`src/rtl/esdram_pkg.sv`:
```
package esdram_pkg;

    typedef enum logic [1:0] {
        CTL_IDLE,
        CTL_SERVE,
        CTL_REFRESH
    } ctl_state_e;

    // bits needed to hold a down-counter loaded with values up to n
    function automatic int cnt_bits(input int n);
        return (n < 2) ? 1 : $clog2(n + 1);
    endfunction

endpackage

```
`src/rtl/esdram_bank_timer.sv`:
```
module esdram_bank_timer #(
    parameter int T_RCD = 3,
    parameter int T_RP  = 3,
    parameter int T_RAS = 6,
    parameter int T_RC  = 9,
    parameter int T_WR  = 1
) (
    input  logic clk,
    input  logic rst,
    input  logic act,
    input  logic pre,
    input  logic wr,
    output logic col_ok,
    output logic pre_ok,
    output logic act_ok,
    output logic rp_ok
);
    localparam int CW = esdram_pkg::cnt_bits(T_RC + T_RAS + T_RCD + T_RP + T_WR);

    typedef struct packed {
        logic [CW-1:0] rcd;
        logic [CW-1:0] ras;
        logic [CW-1:0] rc;
        logic [CW-1:0] rp;
        logic [CW-1:0] wrr;
    } bt_s;

    bt_s bt_d, bt_q;

    always_comb begin
        bt_d = bt_q;
        if (bt_q.rcd != '0) bt_d.rcd = bt_q.rcd - 1'b1;
        if (bt_q.ras != '0) bt_d.ras = bt_q.ras - 1'b1;
        if (bt_q.rc  != '0) bt_d.rc  = bt_q.rc  - 1'b1;
        if (bt_q.rp  != '0) bt_d.rp  = bt_q.rp  - 1'b1;
        if (bt_q.wrr != '0) bt_d.wrr = bt_q.wrr - 1'b1;
        if (act) begin
            bt_d.rcd = CW'(T_RCD - 1);
            bt_d.ras = CW'(T_RAS - 1);
            bt_d.rc  = CW'(T_RC - 1);
        end
        if (pre) bt_d.rp  = CW'(T_RP - 1);
        if (wr)  bt_d.wrr = CW'(T_WR - 1);
    end

    always_ff @(posedge clk) begin
        if (rst) bt_q <= '0;
        else     bt_q <= bt_d;
    end

    assign col_ok = (bt_q.rcd == '0);
    assign pre_ok = (bt_q.ras == '0) && (bt_q.wrr == '0);
    assign rp_ok  = (bt_q.rp == '0);
    assign act_ok = (bt_q.rc == '0) && (bt_q.rp == '0);

endmodule

```
`src/rtl/esdram_refresh_timer.sv`:
```
module esdram_refresh_timer #(
    parameter int T_REFI = 1562,
    parameter int T_RFC  = 9
) (
    input  logic clk,
    input  logic rst,
    input  logic ref_issue,
    output logic ref_due,
    output logic rfc_busy
);
    localparam int IW = esdram_pkg::cnt_bits(T_REFI);
    localparam int FW = esdram_pkg::cnt_bits(T_RFC);

    typedef struct packed {
        logic [IW-1:0] ival;
        logic [FW-1:0] rfc;
    } rt_s;

    rt_s rt_d, rt_q;

    always_comb begin
        rt_d = rt_q;
        if (rt_q.ival != '0) rt_d.ival = rt_q.ival - 1'b1;
        if (rt_q.rfc  != '0) rt_d.rfc  = rt_q.rfc  - 1'b1;
        if (ref_issue) begin
            rt_d.ival = IW'(T_REFI - 1);
            rt_d.rfc  = FW'(T_RFC - 1);
        end
    end

    always_ff @(posedge clk) begin
        if (rst) begin
            rt_q.ival <= IW'(T_REFI - 1);
            rt_q.rfc  <= '0;
        end else begin
            rt_q <= rt_d;
        end
    end

    assign ref_due  = (rt_q.ival == '0);
    assign rfc_busy = (rt_q.rfc != '0);

endmodule

```
`src/rtl/esdram_rd_pipe.sv`:
```
module esdram_rd_pipe #(
    parameter int CL     = 2,
    parameter int MASK_W = 16
) (
    input  logic              clk,
    input  logic              rst,
    input  logic              push,
    input  logic [MASK_W-1:0] push_mask,
    output logic              out_valid,
    output logic [MASK_W-1:0] out_mask
);
    typedef struct packed {
        logic [CL-1:0]             vld;
        logic [CL-1:0][MASK_W-1:0] msk;
    } rp_s;

    rp_s rp_d, rp_q;

    always_comb begin
        rp_d        = rp_q;
        rp_d.vld[0] = push;
        rp_d.msk[0] = push_mask;
        for (int i = 1; i < CL; i++) begin
            rp_d.vld[i] = rp_q.vld[i-1];
            rp_d.msk[i] = rp_q.msk[i-1];
        end
    end

    always_ff @(posedge clk) begin
        if (rst) rp_q <= '0;
        else     rp_q <= rp_d;
    end

    assign out_valid = rp_q.vld[CL-1];
    assign out_mask  = rp_q.msk[CL-1];

endmodule

```
`src/rtl/esdram_ctrl.sv`:
```
module esdram_ctrl #(
    parameter int DATA_W = 128,
    parameter int ROW_W  = 9,
    parameter int COL_W  = 3,
    parameter int BANKS  = 4,
    parameter int BSEL_W = 3,
    parameter int CL     = 2,
    parameter int T_RCD  = 3,
    parameter int T_RP   = 3,
    parameter int T_RAS  = 6,
    parameter int T_RC   = 9,
    parameter int T_RRD  = 1,
    parameter int T_WR   = 1,
    parameter int T_RFC  = 9,
    parameter int T_REFI = 1562,
    localparam int MASK_W = DATA_W / 8,
    localparam int BANK_W = (BANKS < 2) ? 1 : $clog2(BANKS)
) (
    input  logic              clk,
    input  logic              rst,
    input  logic              req_valid,
    output logic              req_ready,
    input  logic              req_write,
    input  logic [BANK_W-1:0] req_bank,
    input  logic [ROW_W-1:0]  req_row,
    input  logic [COL_W-1:0]  req_col,
    input  logic [DATA_W-1:0] req_wdata,
    input  logic [MASK_W-1:0] req_mask,
    output logic              rsp_valid,
    output logic [DATA_W-1:0] rsp_rdata,
    output logic              mac_act,
    output logic              mac_pre,
    output logic              mac_rd,
    output logic              mac_wr,
    output logic              mac_ref,
    output logic [ROW_W-1:0]  mac_row,
    output logic [COL_W-1:0]  mac_col,
    output logic [BSEL_W-1:0] mac_bsel_lo,
    output logic [BSEL_W-1:0] mac_bsel_hi,
    output logic [DATA_W-1:0] mac_din,
    output logic [MASK_W-1:0] mac_mask,
    input  logic [DATA_W-1:0] mac_q
);
    import esdram_pkg::*;

    localparam int RW = cnt_bits(T_RRD);

    typedef struct packed {
        ctl_state_e                  st;
        logic                        wr;
        logic [BANK_W-1:0]           bank;
        logic [ROW_W-1:0]            row;
        logic [COL_W-1:0]            col;
        logic [DATA_W-1:0]           data;
        logic [MASK_W-1:0]           mask;
        logic [BANKS-1:0]            open;
        logic [BANKS-1:0][ROW_W-1:0] rows;
        logic [RW-1:0]               rrd;
    } ctl_s;

    ctl_s ctl_d, ctl_q;

    logic              cmd_act, cmd_pre, cmd_rd, cmd_wr, cmd_ref;
    logic [BANK_W-1:0] cmd_bank;
    logic [BANKS-1:0]  act_vec, pre_vec, wr_vec;
    logic [BANKS-1:0]  col_ok, pre_ok, act_ok, rp_ok;
    logic              ref_due, rfc_busy;
    logic              rd_out_valid;
    logic [MASK_W-1:0] rd_out_mask;
    logic              ready_c;
    logic              hit, found;
    logic [2*BSEL_W-1:0] bsel_full;

    // per-bank timing counters
    for (genvar b = 0; b < BANKS; b++) begin : g_bank
        esdram_bank_timer #(
            .T_RCD(T_RCD), .T_RP(T_RP), .T_RAS(T_RAS), .T_RC(T_RC), .T_WR(T_WR)
        ) u_timer (
            .clk    (clk),
            .rst    (rst),
            .act    (act_vec[b]),
            .pre    (pre_vec[b]),
            .wr     (wr_vec[b]),
            .col_ok (col_ok[b]),
            .pre_ok (pre_ok[b]),
            .act_ok (act_ok[b]),
            .rp_ok  (rp_ok[b])
        );
    end

    esdram_refresh_timer #(.T_REFI(T_REFI), .T_RFC(T_RFC)) u_refresh (
        .clk       (clk),
        .rst       (rst),
        .ref_issue (cmd_ref),
        .ref_due   (ref_due),
        .rfc_busy  (rfc_busy)
    );

    esdram_rd_pipe #(.CL(CL), .MASK_W(MASK_W)) u_rdpipe (
        .clk       (clk),
        .rst       (rst),
        .push      (cmd_rd),
        .push_mask (ctl_q.mask),
        .out_valid (rd_out_valid),
        .out_mask  (rd_out_mask)
    );

    always_comb begin
        ctl_d    = ctl_q;
        cmd_act  = 1'b0;
        cmd_pre  = 1'b0;
        cmd_rd   = 1'b0;
        cmd_wr   = 1'b0;
        cmd_ref  = 1'b0;
        cmd_bank = ctl_q.bank;
        ready_c  = 1'b0;
        hit      = 1'b0;
        found    = 1'b0;

        if (ctl_q.rrd != '0) ctl_d.rrd = ctl_q.rrd - 1'b1;

        case (ctl_q.st)
            CTL_IDLE: begin
                ready_c = !ref_due;
                if (ref_due) begin
                    ctl_d.st = CTL_REFRESH;
                end else if (req_valid) begin
                    ctl_d.st   = CTL_SERVE;
                    ctl_d.wr   = req_write;
                    ctl_d.bank = req_bank;
                    ctl_d.row  = req_row;
                    ctl_d.col  = req_col;
                    ctl_d.data = req_wdata;
                    ctl_d.mask = req_mask;
                end
            end

            CTL_SERVE: begin
                hit = ctl_q.open[ctl_q.bank] && (ctl_q.rows[ctl_q.bank] == ctl_q.row);
                if (hit) begin
                    // a write may not share the mask pins with returning read data
                    if (col_ok[ctl_q.bank] && !(ctl_q.wr && rd_out_valid)) begin
                        cmd_rd   = !ctl_q.wr;
                        cmd_wr   = ctl_q.wr;
                        ctl_d.st = CTL_IDLE;
                    end
                end else if (ctl_q.open[ctl_q.bank]) begin
                    if (pre_ok[ctl_q.bank]) begin
                        cmd_pre                 = 1'b1;
                        ctl_d.open[ctl_q.bank] = 1'b0;
                    end
                end else begin
                    if (act_ok[ctl_q.bank] && (ctl_q.rrd == '0) && !rfc_busy) begin
                        cmd_act                 = 1'b1;
                        ctl_d.open[ctl_q.bank] = 1'b1;
                        ctl_d.rows[ctl_q.bank] = ctl_q.row;
                        ctl_d.rrd               = RW'(T_RRD - 1);
                    end
                end
            end

            CTL_REFRESH: begin
                for (int b = 0; b < BANKS; b++) begin
                    if (!found && ctl_q.open[b]) begin
                        found    = 1'b1;
                        cmd_bank = BANK_W'(b);
                    end
                end
                if (found) begin
                    if (pre_ok[cmd_bank]) begin
                        cmd_pre              = 1'b1;
                        ctl_d.open[cmd_bank] = 1'b0;
                    end
                end else if (&rp_ok) begin
                    cmd_ref  = 1'b1;
                    ctl_d.st = CTL_IDLE;
                end
            end

            default: ctl_d.st = CTL_IDLE;
        endcase

        for (int b = 0; b < BANKS; b++) begin
            act_vec[b] = cmd_act && (cmd_bank == BANK_W'(b));
            pre_vec[b] = cmd_pre && (cmd_bank == BANK_W'(b));
            wr_vec[b]  = cmd_wr  && (cmd_bank == BANK_W'(b));
        end
    end

    always_ff @(posedge clk) begin
        if (rst) begin
            ctl_q      <= '0;
            ctl_q.st   <= CTL_IDLE;
        end else begin
            ctl_q <= ctl_d;
        end
    end

    assign bsel_full   = (2*BSEL_W)'(cmd_bank);
    assign mac_bsel_lo = bsel_full[BSEL_W-1:0];
    assign mac_bsel_hi = bsel_full[2*BSEL_W-1:BSEL_W];

    assign req_ready = ready_c;
    assign mac_act   = cmd_act;
    assign mac_pre   = cmd_pre;
    assign mac_rd    = cmd_rd;
    assign mac_wr    = cmd_wr;
    assign mac_ref   = cmd_ref;
    assign mac_row   = ctl_q.row;
    assign mac_col   = ctl_q.col;
    assign mac_din   = ctl_q.data;
    assign mac_mask  = cmd_wr ? ctl_q.mask : (rd_out_valid ? rd_out_mask : '0);
    assign rsp_valid = rd_out_valid;
    assign rsp_rdata = mac_q;

endmodule

```
`config.mk`:
```
export PLATFORM = sky130hd
export DESIGN_NAME = esdram_ctrl
export DESIGN_NICKNAME = d
export VERILOG_FILES = /design/src/rtl/esdram_pkg.sv /design/src/rtl/esdram_bank_timer.sv /design/src/rtl/esdram_refresh_timer.sv /design/src/rtl/esdram_rd_pipe.sv /design/src/rtl/esdram_ctrl.sv
export SDC_FILE = /design/constraint.sdc
export NUM_CORES = 1
export LEC_CHECK = 0
export BUFFER_PORTS_ARGS = -buffer_cell sky130_fd_sc_hd__buf_2
export CAP_MARGIN = 30
export CORE_AREA = 3 3 229 231
export CTS_CLUSTER_SIZE = 10
export DETAILED_ROUTE_END_ITERATION = 12
export DIE_AREA = 0 0 232 234
export PLACE_DENSITY = 0.58
export SETUP_SLACK_MARGIN = 0.1
export SLEW_MARGIN = 20
export SYNTH_ARGS = -nofsm -noshare
export SYNTH_HDL_FRONTEND = slang
export SYNTH_SLANG_ARGS = --single-unit
```
`constraint.sdc`:
```
create_clock -name clk -period 6.2 [get_ports clk]
set_clock_uncertainty 0.1 [all_clocks]
set_input_delay 0.31 -clock clk [delete_from_list [all_inputs] [get_ports clk]]
set_output_delay 0.31 -clock clk [all_outputs]
set_load 0.05 [all_outputs]
```
==> results of run 1 <==
[per-stage QoR]
step	setup WS (ps)	utilization (%)	hold slack [ps]
floorplan	2500	-	314
global placement	2060	33.6	316
detailed placement	1910	33.6	324
CTS	1320	39.1	10.7
global route	1080	39.2	38.3
finish	1410	39.2	43.8
[cell usage in the layout (no fill, tap or decap), types with 16 or more instances in the layout]
master and instances:
a211oi_1 25, a21oi_1 233, a22o_1 16, buf_2 325, clkbuf_16 42, dfxtp_1 350
dlygate4sd3_1 159, ha_1 46, inv_1 54, mux2i_1 43, nand2_1 381, nand3_1 16
nor2_1 93, nor2b_1 42, nor3_1 69, or3_1 26, xnor2_1 61
[power groups by stage]
stage / Sequential, mW / Clock, mW / Combinational, mW
after global placement: 2.97 / 0 / 2.42
final: 2.95 / 2.20 / 2.60
after CTS: 2.95 / 2.27 / 2.59
after detailed placement: 2.99 / 0 / 2.50
after floorplan: 2.91 / 0 / 2.29
after global routing: 3.00 / 2.34 / 2.92
[cell families after synthesis]
family,count (synthesis),synth area share [%]
adder cells (fa/ha/maj),46,3.44
XOR/XNOR,68,3.56
AO/OA/AOI/OAI,331,11.9
multiplexers,59,3.92
flip-flops,350,41.9
other,1,0.0224
AND/OR/NAND/NOR,701,19.3
buffers and inverters,429,15.9
[layer usage]
metal  wire length, um  track usage (%)  up-vias
met4               980             4.53        2
li1                  -                -     6666
met3              3730             5.94       68
met2             20700             25.5      445
met5                48            0.714        -
met1             17600             17.5     6299
[area by class of cell]
type                    count  area share, %
diodes                      1         0.0127
clock buffers              52           5.67
clock inverters             4          0.343
inverters                  54           1.03
multi-input cells        1209           36.0
flip-flops and latches    350           35.5
well taps                 672           4.26
repair buffers            502           17.2
[final timing paths]
kind,depth (start not counted),start,end,slack (ps)
worst max-delay path,9,ctl_q[198],mac_wr,1410
worst min-delay path,3,req_valid,ctl_q[200],40
worst max register to register,9,g_bank[0].u_timer.bt_q[5],ctl_q[33],2230
worst min register to register,1,u_rdpipe.rp_d[22],u_rdpipe.out_mask[6],330
[flip-flops by register name (all words and copies together) (netlist names)]
name and flops:
ctl_q 61, mac_din 128, mac_row 9, u_refresh.rt_q 15
u_rdpipe.out_valid 1, mac_col 3, g_bank.u_timer.bt_q 100, u_rdpipe.out_mask 16
u_rdpipe.rp_d 17
[worst max-delay path: stages (launching register included)]
cell	delay, ps
dfxtp_1	790
buf_4	330
mux4_2	330
xnor2_1	170
nand2_1	120
nor4_2	430
nand3_1	230
nor3_4	720
buf_4	380
buf_2	310
[repair_timing]
| action | 4_1_cts | 5_1_grt |
|---|---|---|
| setup buffers | 0 | 0 |
| resized for setup | 0 | 0 |
| hold endpoints to repair | 159 | 0 |
| hold buffers | 159 | 0 |
| setup endpoints to repair | 0 | 0 |
==> reports/metrics.cfg, run 1 <==
[status]
outcome=complete, no violations

[setup_path]
critical_path_class=register to primary output
crit_required_ps=5790
critPathMaxFanout=21
crit_path_start_kind=register
cp.arrival_ps=4380
endpoint_kind=primary output

[timing]
slew_headroom_pct=35.9
drv_slew=0
fin_tns_setup_ps=0
finalSetupViolCount=0
finalCriticalPeriod_ps=4790
hold_viol=0
fin_crit_sh_pct=77.3
rsz0062_at_grt=no
tightest_slew_ps=962
max_freq_mhz=209

[clock_tree]
clockBufferDepth=3
worstSkewPairLatency_ps=570
cts-root-buf=clkbuf_16
cts_tree=built
htree_levels=2
path_clk_slew_ps=50
numCtsBuffers=42
cts.sinks=350

[grt]
grt_pass1_wl_mm=67.6
grt_antenna_before_repair=0
gr-total-overflow=0
grt_pass1_vias=13300
grt_max_degree=128
grt_use_total_pct=15.0

[final_layout]
syn_to_final_growth_pct=18.0
nets=2495
multi_input_area_um2=7090
seqCellArea_um2=7010
final_area_um2=19700
final_cells=2844
nFillCells=5081
drive_above_1_share_pct=20.0

[detailed_routing]
vias=13500
drc=0
routed_wl_mm=43.1
drt_pass1_iterations=7
drtIter0Drc=596
antenna_left=0
wl_per_cell_um=15.2
viasPerCell=4.74

[floorplanning]
num_io_pins=587
core_area_um2=50300
rows=82
die_h_um=234
start_util_pct=33.2
die_x_um=232
die-area_um2=54300

[synthesis]
yosys-top-cells-count=382 x nand2_1, 350 x dfxtp_1, 273 x buf_4
synthesis.area_um2=16700
ys_ff_latch=350
yosysWarnings=0
yosysTopAreaCell=dfxtp_1
synth_area_per_cell_um2=8.42
async_flop_share_pct=0
synth_area_leaders=dfxtp_1 42%, buf_4 12%, nand2_1 8.6%
synth_cell_types=63
netlist_instances=1985
synth_edf_count=0
seq_area_frac_synth_pct=41.9
yosysMostFrequentCell=nand2_1
synth_ff_type=dfxtp_1
synth_top_area_share_pct=41.9

[power_and_ir_drop]
power_mw=7.75
leakagePower_nw=8.37
cell_internal_pwr_mw=5.05
p_comb_share_pct=33.5
power_density_nw_per_um2=393
p_clk_share_pct=28.4
irDropWorstVdd_v=0.000218
p_sw_share_pct=34.9
pwr-share-seq_pct=38.1
netSwitchingPower_mw=2.70

[placed_design]
gp_congestion=0.777
dpl.hpwl_mm=28.9
placed_area_um2=16900
io_buffers=326
placedCellCount=2624

[min_path]
hold_path_class=input pin to register

[job]
drv_cap=0

(Power assumes the default switching activity.)
==> run 2: changes to the inputs <==
==> constraint.sdc (replaced) <==
create_clock -name clk -period 4.8 [get_ports clk]
set_clock_uncertainty 0.1 [all_clocks]
set_input_delay 0.24 -clock clk [delete_from_list [all_inputs] [get_ports clk]]
set_output_delay 0.24 -clock clk [all_outputs]
set_load 0.05 [all_outputs]
==> run 2 against run 1 <==
  * Global-route usage grew 0.30 points
  * Largest power group unchanged
  * Clock power grew 27%
  * First-iteration DRC count up 10%
  * Non-clock buffer count is 8 higher
  * Worst hold slack gained 82 ps
  * Worst setup slack worse by 930 ps
  * Highest routed layer unchanged
  * Flip-flop and latch count unchanged
  * Sequential power is 29% higher
  * Power rose by 29%
  * Register-to-register slack worse by 1000 ps
  * Utilization is 0.075 points higher
  * Die area stayed put
==> reports/metrics.cfg, run 2 (synthesis results as in run 1) <==
[status]
outcome=complete, no violations

[min_path]
hold_path_class=input pin to register

[setup_path]
critical_path_class=register to primary output
path_common_cell=buf_4
cp.arrival_ps=3980  ; -400 ps
slowest_stage=nor3_4
max_stage_delay_ps=650  ; -140 ps
critPathMaxFanout=21  ; unchanged
crit_required_ps=4460  ; -1330 ps
endpoint_kind=primary output
crit_chain=buf_4 -> mux4_2 -> xnor2_1 -> nand2_1 -> nor4_2 -> nand3_1 -> nor3_4 -> buf_4 -> buf_2
crit_path_start_kind=register

[final_layout]
largest_reg_flops=128  ; unchanged
final_cell_mix=381 x nand2_1, 349 x dfxtp_1, 325 x buf_2, 233 x a21oi_1, 160 x dlygate4sd3_1
drive_above_1_share_pct=20.2  ; +0.18 points
final_util_pct=39.3  ; +0.075 points
nets=2503  ; +0.32%
mostFrequentLayoutCell=nand2_1
syn_to_final_growth_pct=18.2

[clock_tree]
clockBufferDepth=3  ; unchanged
numCtsBuffers=42  ; unchanged
worstSkewPairLatency_ps=560  ; about the same
cts.sinks=350  ; unchanged
path_clk_slew_ps=50  ; about the same
cts-root-buf=clkbuf_16
cts_tree=built
htree_levels=2  ; unchanged

[timing]
finalCriticalPeriod_ps=4320
hold_viol=0  ; unchanged
slew_headroom_pct=40.2  ; +4.3 points
fin_tns_setup_ps=0  ; unchanged
fin_crit_sh_pct=89.9
rsz0062_at_grt=no
tightest_slew_ps=894  ; -68.5 ps
max_freq_mhz=232
drv_slew=0  ; unchanged
finalSetupViolCount=0  ; unchanged
hold_ws_ps=125  ; +81.5 ps

[placed_design]
dpl.hpwl_mm=29.2  ; +1.0%
io_buffers=326  ; unchanged
gp_congestion=0.837  ; +7.6%

[floorplanning]
core_area_um2=50300  ; unchanged
die_h_um=234  ; unchanged
start_util_pct=33.2  ; unchanged
rows=82  ; unchanged
num_io_pins=587  ; unchanged
die_x_um=232  ; unchanged
die-area_um2=54300  ; unchanged

[job]
drv_cap=0  ; unchanged

[detailed_routing]
vias=13600  ; +0.82%
drc=0  ; unchanged
routed_wl_mm=43.2  ; +0.33%
drt_pass1_iterations=5  ; -2
antenna_left=0  ; unchanged
drtIter0Drc=656  ; +10%
viasPerCell=4.76  ; +0.43%
wl_per_cell_um=15.1  ; about the same

[grt]
grt_pass1_vias=13500  ; +1.6%
grt_pass1_wl_mm=68.8  ; +1.8%
grt_use_total_pct=15.3  ; +0.30 points
grt_max_degree=128  ; unchanged
gr-total-overflow=0  ; unchanged
grt_antenna_before_repair=1  ; +1

[power_and_ir_drop]
leakagePower_nw=8.39  ; +0.33%
power_mw=10.0  ; +29%
power_density_nw_per_um2=508  ; +29%
irDropWorstVdd_v=0.000289  ; +33%

run 2: cell count changes in the layout (fill, tap and decap cells not counted), moves of 2 or more:
cell,delta
buf_12,+2
buf_4,+8
clkbuf_1,+2
nor4b_1,+2
nor4b_2,-2
run 2: worst paths after layout:
| check | slack (ps) | to | from | cells after the start |
|---|---|---|---|---|
| worst max-delay path | 480 | mac_wr | ctl_q[197] | 9 |
| worst min register to register | 330 | u_rdpipe.out_mask[15] | u_rdpipe.rp_d[31] | 1 |
| worst max register to register | 1220 | ctl_q[33] | g_bank[0].u_timer.bt_q[5] | 10 |
| worst min-delay path | 130 | u_rdpipe.out_mask[2] | rst | 2 |
run 2: per-stage QoR:
stage | area [um2] | worst slack (ps) | std cells
after floorplan | 16700 | 1100 | 1988
after global placement | 17000 | 832 | 2634
after detailed placement | 17000 | 767 | 2634
after CTS | 19700 | 143 | 2852
after global routing | 19800 | 162 | 2854
final | 19800 | 484 | 2855
run 2: metal layers:
metal / vias to the layer above / track usage (%) / routed length, um
met5: - / 0.625 / 48
met4: 2 / 5.77 / 1420
met3: 97 / 5.79 / 3590
met2: 479 / 25.6 / 20700
met1: 6319 / 17.9 / 17500
li1: 6693 / - / -
run 2: worst max-delay path, delay by kind of cell (launching register included):
kind / cells / cell delay, ps
multiplexers: 1 / 520
AND/OR/NAND/NOR: 4 / 1430
buffers and inverters: 3 / 910
flip-flops: 1 / 380
XOR/XNOR: 1 / 160
run 2: what timing repair did:
item	4_1_cts	5_1_grt
hold buffers	160	0
buffers inserted	0	0
resized for setup	0	1
setup endpoints to repair	0	1
endpoints found under the hold margin	160	0
run 2: final cells by class:
| cell class | count | area, um2 |
|---|---|---|
| fill | 4993 | 30500 |
| antenna | 2 | 5.00 |
| tap | 672 | 841 |
| timing repair buffer | 510 | 3460 |
| sequential | 350 | 7010 |
| inverter | 54 | 203 |
| clock buffer | 54 | 1120 |
| clock inverter | 4 | 42.5 |
| multi-input combinational | 1209 | 7080 |
run 2: report_power, final:
part / total (mW) / internal [mW] / leakage (nW) / switching (mW)
logic: 3.43 / 1.52 / 4.96 / 1.92
registers: 3.80 / 3.42 / 2.87 / 0.388
clock network: 2.80 / 1.61 / 0.564 / 1.18
